**src/rtl/psr_pkg.sv**
```systemverilog
package psr_pkg;
  localparam int PSR_W = 32;
  localparam int IMM_W = 8;
  localparam int ROT_W = 4;
  localparam int MODE_W = 5;
  localparam int AMT_W = ROT_W + 1;

  localparam logic [PSR_W-1:0] FLAG_GROUP  = 32'hF000_0000;
  localparam logic [PSR_W-1:0] PRIV_GROUP  = 32'h0000_00CF;
  localparam logic [PSR_W-1:0] STATE_GROUP = 32'h0000_0020;
  localparam logic [PSR_W-1:0] LEGAL_BITS  = FLAG_GROUP | PRIV_GROUP | STATE_GROUP;
  localparam logic [PSR_W-1:0] MODE_FORCE  = 32'h0000_0010;
  localparam logic [PSR_W-1:0] CTL_FIELD   = 32'h0000_00FF;
  localparam logic [PSR_W-1:0] FLAG_FIELD  = 32'hFF00_0000;

  localparam logic [MODE_W-1:0] MODE_USER = 5'h10;
  localparam logic [PSR_W-1:0] CUR_RESET   = 32'h0000_00D3;
  localparam logic [PSR_W-1:0] SAVED_RESET = 32'h0000_0010;

  typedef struct packed {
    logic wrFlags;
    logic wrState;
    logic wrPriv;
    logic wrSavedCtl;
    logic wrSavedFlags;
    logic wrSaved;
    logic rdCur;
    logic rdSaved;
  } psrStrobes_t;
endpackage

```
**src/rtl/psr_ctrl.sv**
```systemverilog
module psr_ctrl
  import psr_pkg::*;
(
  input  logic              clk,
  input  logic              rstN,
  input  logic              wrEn,
  input  logic              rdEn,
  input  logic              selSaved,
  input  logic              ctlFieldEn,
  input  logic              flagFieldEn,
  input  logic [MODE_W-1:0] curMode,
  output psrStrobes_t       strobes
);
  logic curWr;
  logic privOk;

  assign curWr  = wrEn && !selSaved;
  assign privOk = (curMode != MODE_USER);

  always_comb begin
    strobes              = '0;
    strobes.wrFlags      = curWr && flagFieldEn;
    strobes.wrState      = curWr && ctlFieldEn;
    strobes.wrPriv       = curWr && ctlFieldEn && privOk;
    strobes.wrSaved      = wrEn && selSaved;
    strobes.wrSavedCtl   = wrEn && selSaved && ctlFieldEn;
    strobes.wrSavedFlags = wrEn && selSaved && flagFieldEn;
    strobes.rdCur        = rdEn && !selSaved;
    strobes.rdSaved      = rdEn && selSaved;
  end

  // once the current mode is user, the control must never issue a privileged write
  p_user_blocks_priv_r4: assert property (@(posedge clk) disable iff (!rstN)
    (wrEn && !selSaved && ctlFieldEn && curMode == MODE_USER) |-> !strobes.wrPriv);

  // a saved-word access never raises a current-word write strobe
  p_saved_isolated_r6: assert property (@(posedge clk) disable iff (!rstN)
    selSaved |-> !(strobes.wrFlags || strobes.wrState || strobes.wrPriv || strobes.rdCur));
endmodule

```
**src/rtl/psr_datapath.sv**
```systemverilog
module psr_datapath
  import psr_pkg::*;
(
  input  logic              clk,
  input  logic              rstN,
  input  psrStrobes_t       strobes,
  input  logic              useImm,
  input  logic [PSR_W-1:0]  regOperand,
  input  logic [IMM_W-1:0]  immValue,
  input  logic [ROT_W-1:0]  immRotate,
  output logic [PSR_W-1:0]  curPsr,
  output logic [PSR_W-1:0]  savedPsr,
  output logic [PSR_W-1:0]  rdData,
  output logic              rdValid,
  output logic              modeChange
);
  logic [PSR_W-1:0]   immWide;
  logic [2*PSR_W-1:0] immPair;
  logic [AMT_W-1:0]   rotAmt;
  logic [PSR_W-1:0]   rotated;
  logic [PSR_W-1:0]   operand;
  logic [PSR_W-1:0]   nextCur;
  logic [PSR_W-1:0]   savedMask;
  logic [PSR_W-1:0]   nextSaved;
  logic               nextModeChange;
  logic               anyCurWr;
  logic               pastValid;

  assign immWide = {{(PSR_W-IMM_W){1'b0}}, immValue};
  assign rotAmt  = {immRotate, 1'b0};
  assign immPair = {immWide, immWide} >> rotAmt;
  assign rotated = immPair[PSR_W-1:0];
  assign operand = useImm ? rotated : regOperand;

  assign anyCurWr = strobes.wrFlags || strobes.wrState || strobes.wrPriv;

  always_comb begin
    nextCur = curPsr;
    if (strobes.wrFlags) nextCur = (nextCur & ~FLAG_GROUP) | (operand & FLAG_GROUP);
    if (strobes.wrState) nextCur = (nextCur & ~STATE_GROUP) | (operand & STATE_GROUP);
    if (strobes.wrPriv)  nextCur = (nextCur & ~PRIV_GROUP) | (operand & PRIV_GROUP) | MODE_FORCE;
    nextModeChange = strobes.wrPriv && (nextCur[MODE_W-1:0] != curPsr[MODE_W-1:0]);
  end

  always_comb begin
    savedMask = ({PSR_W{strobes.wrSavedCtl}} & CTL_FIELD) |
                ({PSR_W{strobes.wrSavedFlags}} & FLAG_FIELD);
    savedMask = savedMask & LEGAL_BITS;
    nextSaved = (savedPsr & ~savedMask) | (operand & savedMask) | MODE_FORCE;
  end

  always_ff @(posedge clk) begin
    if (!rstN) begin
      curPsr     <= CUR_RESET;
      savedPsr   <= SAVED_RESET;
      rdData     <= '0;
      rdValid    <= 1'b0;
      modeChange <= 1'b0;
      pastValid  <= 1'b0;
    end else begin
      pastValid  <= 1'b1;
      curPsr     <= nextCur;
      modeChange <= nextModeChange;
      if (strobes.wrSaved) savedPsr <= nextSaved;
      rdValid <= strobes.rdCur || strobes.rdSaved;
      if (strobes.rdCur)        rdData <= curPsr;
      else if (strobes.rdSaved) rdData <= savedPsr;
    end
  end

  // the strobe only accompanies a real change of the mode field
  p_strobe_real_change_r8: assert property (@(posedge clk) disable iff (!rstN)
    (pastValid && modeChange) |-> (curPsr[MODE_W-1:0] != $past(curPsr[MODE_W-1:0])));

  // with no current-word strobe the current word holds
  p_idle_holds_r5: assert property (@(posedge clk) disable iff (!rstN)
    (pastValid && !$past(anyCurWr)) |-> (curPsr == $past(curPsr)));

  // user mode cannot be left by a status write
  p_user_sticky_r4: assert property (@(posedge clk) disable iff (!rstN)
    (pastValid && $past(curPsr[MODE_W-1:0]) == MODE_USER) |-> (curPsr[MODE_W-1:0] == MODE_USER));

  // the saved word always keeps its forced mode bit
  p_saved_bit4_r6: assert property (@(posedge clk) disable iff (!rstN)
    savedPsr[4]);

  // a valid read result follows each read request by one cycle
  p_read_latency_r9: assert property (@(posedge clk) disable iff (!rstN)
    pastValid |-> (rdValid == $past(strobes.rdCur || strobes.rdSaved)));
endmodule

```
**src/rtl/psr_write_unit.sv**
```systemverilog
module psr_write_unit
  import psr_pkg::*;
(
  input  logic              clk,
  input  logic              rstN,
  input  logic              wrEn,
  input  logic              rdEn,
  input  logic              selSaved,
  input  logic              ctlFieldEn,
  input  logic              flagFieldEn,
  input  logic              useImm,
  input  logic [PSR_W-1:0]  regOperand,
  input  logic [IMM_W-1:0]  immValue,
  input  logic [ROT_W-1:0]  immRotate,
  output logic [PSR_W-1:0]  curPsr,
  output logic [PSR_W-1:0]  savedPsr,
  output logic [PSR_W-1:0]  rdData,
  output logic              rdValid,
  output logic              modeChange
);
  psrStrobes_t strobes;

  psr_ctrl ctrl_i (
    .clk         (clk),
    .rstN        (rstN),
    .wrEn        (wrEn),
    .rdEn        (rdEn),
    .selSaved    (selSaved),
    .ctlFieldEn  (ctlFieldEn),
    .flagFieldEn (flagFieldEn),
    .curMode     (curPsr[MODE_W-1:0]),
    .strobes     (strobes)
  );

  psr_datapath dp_i (
    .clk        (clk),
    .rstN       (rstN),
    .strobes    (strobes),
    .useImm     (useImm),
    .regOperand (regOperand),
    .immValue   (immValue),
    .immRotate  (immRotate),
    .curPsr     (curPsr),
    .savedPsr   (savedPsr),
    .rdData     (rdData),
    .rdValid    (rdValid),
    .modeChange (modeChange)
  );
endmodule

```
**config.mk**
```make
export PLATFORM = sky130hd
export DESIGN_NAME = psr_write_unit
export DESIGN_NICKNAME = d
export VERILOG_FILES = /design/src/rtl/psr_pkg.sv /design/src/rtl/psr_ctrl.sv /design/src/rtl/psr_datapath.sv /design/src/rtl/psr_write_unit.sv
export SDC_FILE = /design/constraint.sdc
export NUM_CORES = 1
export LEC_CHECK = 0
export ABC_AREA = 1
export BUFFER_PORTS_ARGS = -buffer_cell sky130_fd_sc_hd__buf_2
export CAP_MARGIN = 25
export CORE_UTILIZATION = 30
export CTS_CLUSTER_DIAMETER = 80
export CTS_CLUSTER_SIZE = 24
export DETAILED_ROUTE_END_ITERATION = 8
export PLACE_DENSITY = 0.67
export SLEW_MARGIN = 40
export SYNTH_ARGS = -nofsm -noshare
export SYNTH_HDL_FRONTEND = slang
export SYNTH_SLANG_ARGS = --single-unit
export TNS_END_PERCENT = 50
```
**constraint.sdc**
```tcl
create_clock -name clk -period 1.15 [get_ports clk]
set_input_delay 0.115 -clock clk [delete_from_list [all_inputs] [get_ports clk]]
set_output_delay 0.115 -clock clk [all_outputs]
set_load 0.05 [all_outputs]
```
### Word level (Yosys, flattened, before mapping)

Cells that the tools add are included.
Widths: inputs -> output; s select.

| storage, ports and cells | value |
|---|---|
| register bits | 97 |
| output and inout port bits | 98 |
| logic and storage cells | 35 |

| cells by class | value |
|---|---|
| eq/ne operators | 2 |
| shift-type cells | 1 |
| muxes and demuxes | 6 |
| bitwise gates (word level) | 8 |
| reduce and logical (&&, ||, !) cells | 13 |

Operator list:

| kind | count |
|---|---|
| $mux 32 | 6 |
| $and 32x32->32 | 2 |
| $shr 40x5->32 | 1 |
| $not 32->32 | 1 |
| $or 28x32->32 | 1 |
| $or 32x32->32 | 1 |
| $or 32x6->32 | 1 |
| $or 32x8->32 | 1 |
| $or 8x32->32 | 1 |
| $logic_and 1x1->1 | 10 |
| $ne 5x5->1 | 1 |
| $ne 5x5->1 const B | 1 |
| $reduce_bool 2->1 | 1 |
| $logic_not 1->1 | 1 |
| $logic_or 1x1->1 | 1 |

### Logic depth before layout (Yosys ltp)

Gate-level depths: netlist (run 1).

| depth | value |
|---|---|
| depth after elaboration | 10 |
| gate-level depth with buffers | 12 |

### Hierarchy

From an unflattened synthesis (run 1), not the netlist that was laid out.

| unflattened totals | value |
|---|---|
| cell total of the unflattened synthesis | 367 |
| area total of the unflattened synthesis | 2508.7 µm² |

By module, submodules not included:

| module | instances | cells each | area an instance (µm²) | seq. area each (µm²) |
|---|---|---|---|---|
| psr_datapath | 1 | 348 | 2431.1 | 740.7 |
| psr_ctrl | 1 | 19 | 77.6 | 0.0 |

### Worst setup path after synthesis (run 1)

Ideal clock, no wire load.

| path | value |
|---|---|
| path type | flip-flop to flip-flop |
| start | register dp_i.curPsr[4] |
| end | register dp_i.modeChange |
| library setup time | 118 ps |
| data arrival time | 1462 ps |
| required time | 1032 ps |
| path slack | -430 ps |
| stages on the path, launching flop included | 9 |
| cells stage by stage | dfxtp_1 nand3_1 nand2_4 clkinv_4 buf_6 nand3_1 clkinv_1 nor2_1 a21oi_1 |

| on the way | value |
|---|---|
| word-level cells in the longest chain between the ends | 7 |
| elaborated cells between the ends (all ways) | 9 |
| those cells by class | eq/ne (2); mux (3); bitwise (2); reduce/logical (2) |

Ends and longest elaborated chain:

| element | line | text |
|---|---|---|
| start, declared | psr_datapath.sv:11 | `output logic [PSR_W-1:0] curPsr,` |
| start signal, assigned | psr_datapath.sv:62 | `curPsr <= nextCur;` |
| $or 28x32->32 | psr_datapath.sv:39 | `if (strobes.wrFlags) nextCur = (nextCur & ~FLAG_GROUP) \| (operand & FLAG_GROUP);` |
| $mux 32 | psr_datapath.sv:39 |  |
| $or 32x6->32 | psr_datapath.sv:40 | `if (strobes.wrState) nextCur = (nextCur & ~STATE_GROUP) \| (operand & STATE_GROUP);` |
| $mux 32 | psr_datapath.sv:40 |  |
| $mux 32 | psr_datapath.sv:41 | `if (strobes.wrPriv) nextCur = (nextCur & ~PRIV_GROUP) \| (operand & PRIV_GROUP) \| MODE_FORCE;` |
| $ne 5x5->1 | psr_datapath.sv:42 | `nextModeChange = strobes.wrPriv && (nextCur[MODE_W-1:0] != curPsr[MODE_W-1:0]);` |
| $logic_and 1x1->1 * | psr_datapath.sv:42 |  |
| end signal, assigned | psr_datapath.sv:63 | `modeChange <= nextModeChange;` |
| end, declared | psr_datapath.sv:15 | `output logic modeChange` |

Every way passes the cells marked *; elsewhere a longest branch is shown, timed or not.
A chain may end at the register's enable or synchronous reset.

### Worst setup path in the final report (run 1)

| path | value |
|---|---|
| start | register dp_i.curPsr[1] |
| end | register dp_i.modeChange |

Same word-level chain as after synthesis.

==> results of run 1 <==
## layout by cell type, fill, tap and decap left out, drive strengths merged, types with 2 or more instances in the layout
cell,Yosys,final
o21ai,17,17
a31oi,2,2
nand3,29,29
a21oi,13,13
clkinv,2,2
o211ai,26,26
or2,2,2
o21bai,3,3
clkbuf,5,9
conb,2,61
nand4,4,4
nor2,17,17
nor3,3,3
buf,70,97
a211oi,2,2
inv,51,52
nand2,67,67
dfxtp,37,37
o22ai,3,3
## worst paths after layout
| kind | end |
|---|---|
| hold / removal | dp_i.curPsr[1] |
| setup reg to reg | dp_i.modeChange |
| hold reg to reg | dp_i.rdData[3] |
| setup / recovery | dp_i.modeChange |
## area by class of cell
type / count / area [um^2] / share of cell area [%]
inverters: 53 / 218 / 7.06
flip-flops and latches: 37 / 759 / 24.6
repair inverters: 1 / 11.3 / 0.365
multi-input cells: 252 / 1280 / 41.5
clock buffers: 8 / 90.1 / 2.92
repair buffers: 98 / 597 / 19.4
well taps: 102 / 128 / 4.14
## power groups by stage
| stage | logic (mW) | registers [mW] | clock network [mW] |
|---|---|---|---|
| 2_1_floorplan | 0.912 | 1.66 | 0 |
| 3_3_place_gp | 1.26 | 1.42 | 0 |
| 3_5_place_dp | 1.27 | 1.42 | 0 |
| 4_1_cts | 1.29 | 1.39 | 0.968 |
| 5_1_grt | 1.40 | 1.40 | 1.00 |
| 6_report | 1.30 | 1.39 | 0.944 |
## worst max-delay path, delay by kind of cell (launching register included)
kind | cells | cell delay, ns
DFF | 1 | 0.35
buffers and inverters | 1 | 0.08
and+or+nand+nor | 6 | 0.58
AOI/OAI and AO/OA | 1 | 0.07
## per-stage QoR
| stage | hold WS [ns] | power [mW] | std cells | setup WS, ns | TNS [ns] |
|---|---|---|---|---|---|
| 2_1_floorplan | 0.298 | 2.57 | 417 | -0.129 | -0.312 |
| 3_3_place_gp | 0.409 | 2.68 | 541 | -0.112 | -0.571 |
| 3_5_place_dp | 0.408 | 2.68 | 541 | -0.130 | -0.959 |
| 4_1_cts | 0.0990 | 3.65 | 551 | -0.0457 | -0.0457 |
| 5_1_grt | 0.122 | 3.80 | 551 | -0.146 | -0.181 |
| 6_report | 0.108 | 3.64 | 551 | -0.0480 | -0.0480 |
## layer usage
metal | GRT usage [%] | routed length (um) | up-vias
li1 | - | - | 1227
met3 | 3.41 | 369 | 11
met1 | 17.9 | 2710 | 1123
met2 | 26.3 | 3110 | 91
met5 | 0 | 0 | -
met4 | 4.87 | 107 | 0
## repair_timing
action                                  4_1_cts  5_1_grt
hold buffers                                  0        0
gates cloned                                  1        0
buffers inserted                              1        0
pin swaps                                     8        3
resized for setup                            12       12
endpoints found under the setup margin        3        8
## kinds of logic after synthesis
kind of cell,after synthesis,share of synthesized area (%)
AO/OA/AOI/OAI,69,17.8
other,2,0.302
AND/OR/NAND/NOR,122,22.1
buffers and inverters,128,30.0
flip-flops,37,29.7
==> impl_metrics.csv, run 1 <==
group,metric,value,unit
floorplan,rows,32,
power,switchingPower,1.52,mW
global_route,grt_usage,14.9,%
critical_path,worst-setup-path-type,"flop to flop",
floorplan,die_h,93.1,um
clocking,clockBufferDepth,2,
clocking,numCtsBuffers,5,
logic_synthesis,ys_top_cells_by_count,"nand2_1, buf_4, inv_1",
sta,hold_viol_final,0,
critical_path,cp.required,1.34,ns
global_route,grt_pass1_wl,10200,um
floorplan,die_area,8670,um^2
worst_hold_path,hold_class,"input port to flop",
clocking,clkLatencyLatePin,0.29,ns
sta,max_freq,835,MHz
sta,clock_skew,0.00814,ns
outcome,outcome,"complete, but fails checks",
power,p_per_area,1180,nW/um^2
critical_path,worst_ep_arrival_time,1.39,ns
sta,fin_crit,1.20,ns
critical_path,reg2regPathDepth,8,
critical_path,cp_slowest_cell,"dfxtp_4",
detailed_routing,viasPerCell,4.45,
layout,post-route-util,39.1,%
power,swShare,41.8,%
layout,fill_cells,865,
worst_hold_path,hp-start,"rstN",
sta,rsz0062_at_grt,"yes",
detailed_routing,postRouteAntennaNets,0,
detailed_routing,routed_wl,6300,um
job,drv_cap,0,
logic_synthesis,synth-main-ff-cell,"dfxtp_1",
detailed_routing,drtIter0Drc,73,
power,p_int,2.12,mW
logic_synthesis,netlist_instances,358,
power,leakage,1.68,nW
logic_synthesis,synth_edf_count,0,
global_route,antenna_found_initial,0,
detailed_routing,firstDrtPassIters,4,
floorplan,core,7890,um^2
logic_synthesis,ys_warn_count,0,
logic_synthesis,synth.most_common_cell,"nand2_1",
clocking,tritoncts,"yes",
logic_synthesis,yosys.area.top_type,"dfxtp_1",
power,comb_power_share,35.8,%
detailed_routing,wl_per_cell,11.4,um
place,portBuffers,67,
critical_path,setup.worst_path.start_class,"flop",
floorplan,dieWidth,93.1,um
power,clkPwrFrac,26.0,%
layout,antenna_cells,0,
sta,setup_violations,1,
clocking,cts.sinks,37,
logic_synthesis,synth.distinct_cells,33,
layout,final_nets,500,
place,dp_hpwl,5100,um
layout,finish.instance_area,3080,um^2
critical_path,timing.rr.start,"dp_i.curPsr[1]",
power,seqPwrFrac,38.3,%
critical_path,crit_chain,"nor2_4 > nand3_2 > nand2_4 > clkinv_8 > nand4_1 > nand3_1 > nor2_1 > a21oi_1",
critical_path,regToRegSetupSlack,-0.05,ns
clocking,clockRootBuffer,"clkbuf_8",
critical_path,max_stage_delay,0.35,ns
sta,period_share,104,%
floorplan,initial_core_util,31.6,%
logic_synthesis,synthesis.area,2490,um^2
global_route,grt_pass1_vias,2243,
critical_path,crit_path_start,"dp_i.curPsr[1]",
sta,drv_slew,0,
global_route,grt_max_degree,26,
clocking,htreeDepth,2,
place,gp_congestion,0.873,
outcome,violations,"negative setup slack",
place,place_area,2890,um^2
global_route,gr-total-overflow,0,
critical_path,end_kind,"flop",
detailed_routing,vias,2452,
layout,drive_above_1_share,30.5,%
logic_synthesis,yosysTopAreaCellShare,29.7,%
worst_hold_path,worstHoldPathCells,2,
logic_synthesis,ys_seq_area_share,29.7,%
sta,setup_ws,-0.0480,ns
logic_synthesis,async_flop_share,0,%
clocking,clk_transition_reported_paths,0.08,ns
power,ir_drop,0.655,mV
critical_path,worstPathMaxFanout,8,
logic_synthesis,ys_ff_latch,37,
layout,area_delta_synth_final,23.8,%
logic_synthesis,synth_area_per_cell,6.95,um^2
detailed_routing,drcViolationCount,0,
floorplan,pin_count,150,
logic_synthesis,yosys-top-cells-area,"dfxtp_1, buf_4, nand2_1, o211ai_1, inv_1",
No activity file was read; power rests on OpenSTA's default activity.
==> run 2, diff against run 1 <==
- CELL_PAD_IN_SITES_DETAIL_PLACEMENT: not set -> 1
- CELL_PAD_IN_SITES_GLOBAL_PLACEMENT: not set -> 1
- CORE_UTILIZATION: 30 -> 26
- PLACE_DENSITY: 0.67 -> 0.83
==> impl_metrics.csv, run 2 (same netlist as run 1, synthesis figures left out) <==
group,metric,value,unit
sta,max_freq,805,MHz
power,ir_drop,0.618,mV
critical_path,cp.required,1.34,ns
floorplan,dieWidth,99.9,um
floorplan,pin_count,150,
critical_path,cp_num_buf_inv,1,
sta,hold_viol_final,0,
worst_hold_path,worstHoldPathCells,3,
sta,clock_skew,0.00516,ns
place,place_area,2940,um^2
critical_path,r2r_end,"dp_i.modeChange",
place,portBuffers,67,
power,leakage,1.68,nW
detailed_routing,drtIter0Drc,97,
detailed_routing,routed_wl,7830,um
layout,drive_above_1_share,30.8,%
clocking,htreeDepth,2,
critical_path,regToRegSetupSlack,-0.09,ns
critical_path,reg2regPathDepth,8,
detailed_routing,viasPerCell,4.28,
layout,area_delta_synth_final,24.6,%
floorplan,initial_core_util,26.9,%
layout,fill_cells,1214,
outcome,outcome,"complete, but fails checks",
detailed_routing,firstDrtPassIters,4,
place,pre_cts_ws,-0.180,ns
clocking,clockBufferDepth,2,
clocking,clkLatencyLatePin,0.29,ns
critical_path,crit_chain,"nor2_4 > nand3_2 > nand2_4 > clkinv_8 > nand4_1 > nand3_1 > nor2_1 > a21oi_1",
place,gp_congestion,0.933,
global_route,grt_pass1_wl,12700,um
power,p_per_area,1170,nW/um^2
clocking,clk_transition_reported_paths,0.08,ns
sta,setup_violations,4,
critical_path,worst_ep_arrival_time,1.43,ns
critical_path,cp_top_family,"simple AND/OR/NAND/NOR gates",
global_route,gr-total-overflow,0,
global_route,use_met3,3.06,%
critical_path,end_kind,"flop",
layout,final_common_cell,"nand2_1",
clocking,numCtsBuffers,5,
floorplan,rows,35,
global_route,grt_max_degree,26,
global_route,antenna_found_initial,0,
layout,finish.instance_area,3100,um^2
worst_hold_path,hold_class,"input port to flop",
layout,mostFrequentLayoutCells,"nand2_1, buf_2, conb_1",
critical_path,cp_slowest_cell,"dfxtp_4",
critical_path,setup.worst_path.start_class,"flop",
sta,drv_slew,0,
detailed_routing,wl_per_cell,13.5,um
critical_path,max_stage_delay,0.36,ns
worst_hold_path,min_to,"dp_i.rdValid",
clocking,holdBufCountCts,0,
sta,setup_ws,-0.0925,ns
critical_path,worstPathMaxFanout,7,
global_route,met2_usage,29.7,%
detailed_routing,vias,2485,
power,power,3.64,mW
place,dp_hpwl,6430,um
clocking,cts.sinks,37,
detailed_routing,drcViolationCount,0,
clocking,tritoncts,"yes",
layout,final_nets,503,
critical_path,timing.rr.start,"dp_i.curPsr[1]",
job,drv_cap,0,
worst_hold_path,hp-start,"rstN",
floorplan,die_h,99.9,um
sta,rsz0062_at_grt,"yes",
sta,tns,-0.162,ns
sta,period_share,108,%
global_route,grt_usage,16.1,%
layout,antenna_cells,0,
outcome,violations,"negative setup slack",
floorplan,die_area,9970,um^2
global_route,met1_usage,19.7,%
global_route,busiest_layer,"met2",
detailed_routing,postRouteAntennaNets,0,
floorplan,core,9240,um^2
sta,fin_crit,1.24,ns
critical_path,worst-setup-path-type,"flop to flop",
clocking,clockRootBuffer,"clkbuf_8",
global_route,grt_pass1_vias,2594,
[run 2: cell types whose count changed in the layout (fill, tap and decap cells not counted), sizes merged]
cell	change
buf	+4
clkbuf	-4
clkinv	+3
clkinvlp	+1
inv	-1
[run 2: repair_timing]
action | 4_1_cts | 5_1_grt
endpoints found under the setup margin | 5 | 6
pin swaps | 8 | 4
resized for setup | 15 | 3
setup buffers | 1 | 0
gates cloned | 1 | 0
[run 2: area by class of cell]
type                    instances  area (um^2)  area share [%]
repair buffers                101          603            19.4
inverters                      53          218            7.02
well taps                     129          161            5.20
flip-flops and latches         37          759            24.5
clock inverters                 3         17.5           0.565
multi-input cells             252         1270            40.8
clock buffers                   5         68.8            2.22
repair inverters                1         8.76           0.282
[run 2: worst max-delay path by stage]
stage	startpoint	end	slack, ns	cells after the start
after floorplan	dp_i.curPsr[2]	dp_i.modeChange	-0.13	9
final	dp_i.curPsr[1]	dp_i.modeChange	-0.09	8
after detailed placement	immRotate[2]	dp_i.modeChange	-0.18	9
after global placement	immRotate[3]	dp_i.modeChange	-0.17	9
after CTS	dp_i.curPsr[1]	dp_i.modeChange	-0.07	8
after global routing	dp_i.curPsr[2]	dp_i.modeChange	-0.18	8
[run 2: tightest hold or removal path, cell delays in order]
cell     delay, ns
buf_2         0.15
nand2_1       0.08
inv_1         0.03
[run 2: power breakdown]
group | internal (mW) | total (mW) | switching, mW
Sequential | 1.34 | 1.39 | 0.0499
Clock | 0.419 | 0.921 | 0.502
Combinational | 0.281 | 1.32 | 1.04
Total | 2.04 | 3.64 | 1.59
[run 2: through the flow]
stage,instances,util (%),hold WS [ns]
floorplan,417,-,0.298
global route,581,33.6,0.160
finish,581,33.6,0.132
CTS,581,33.5,0.128
detailed placement,571,31.8,0.431
global placement,571,31.8,0.428
[run 2: metal layers]
metal	wire length, um	vias up
met5	0	-
met4	27	0
met3	360	4
met2	4100	63
met1	3340	1190
li1	-	1228
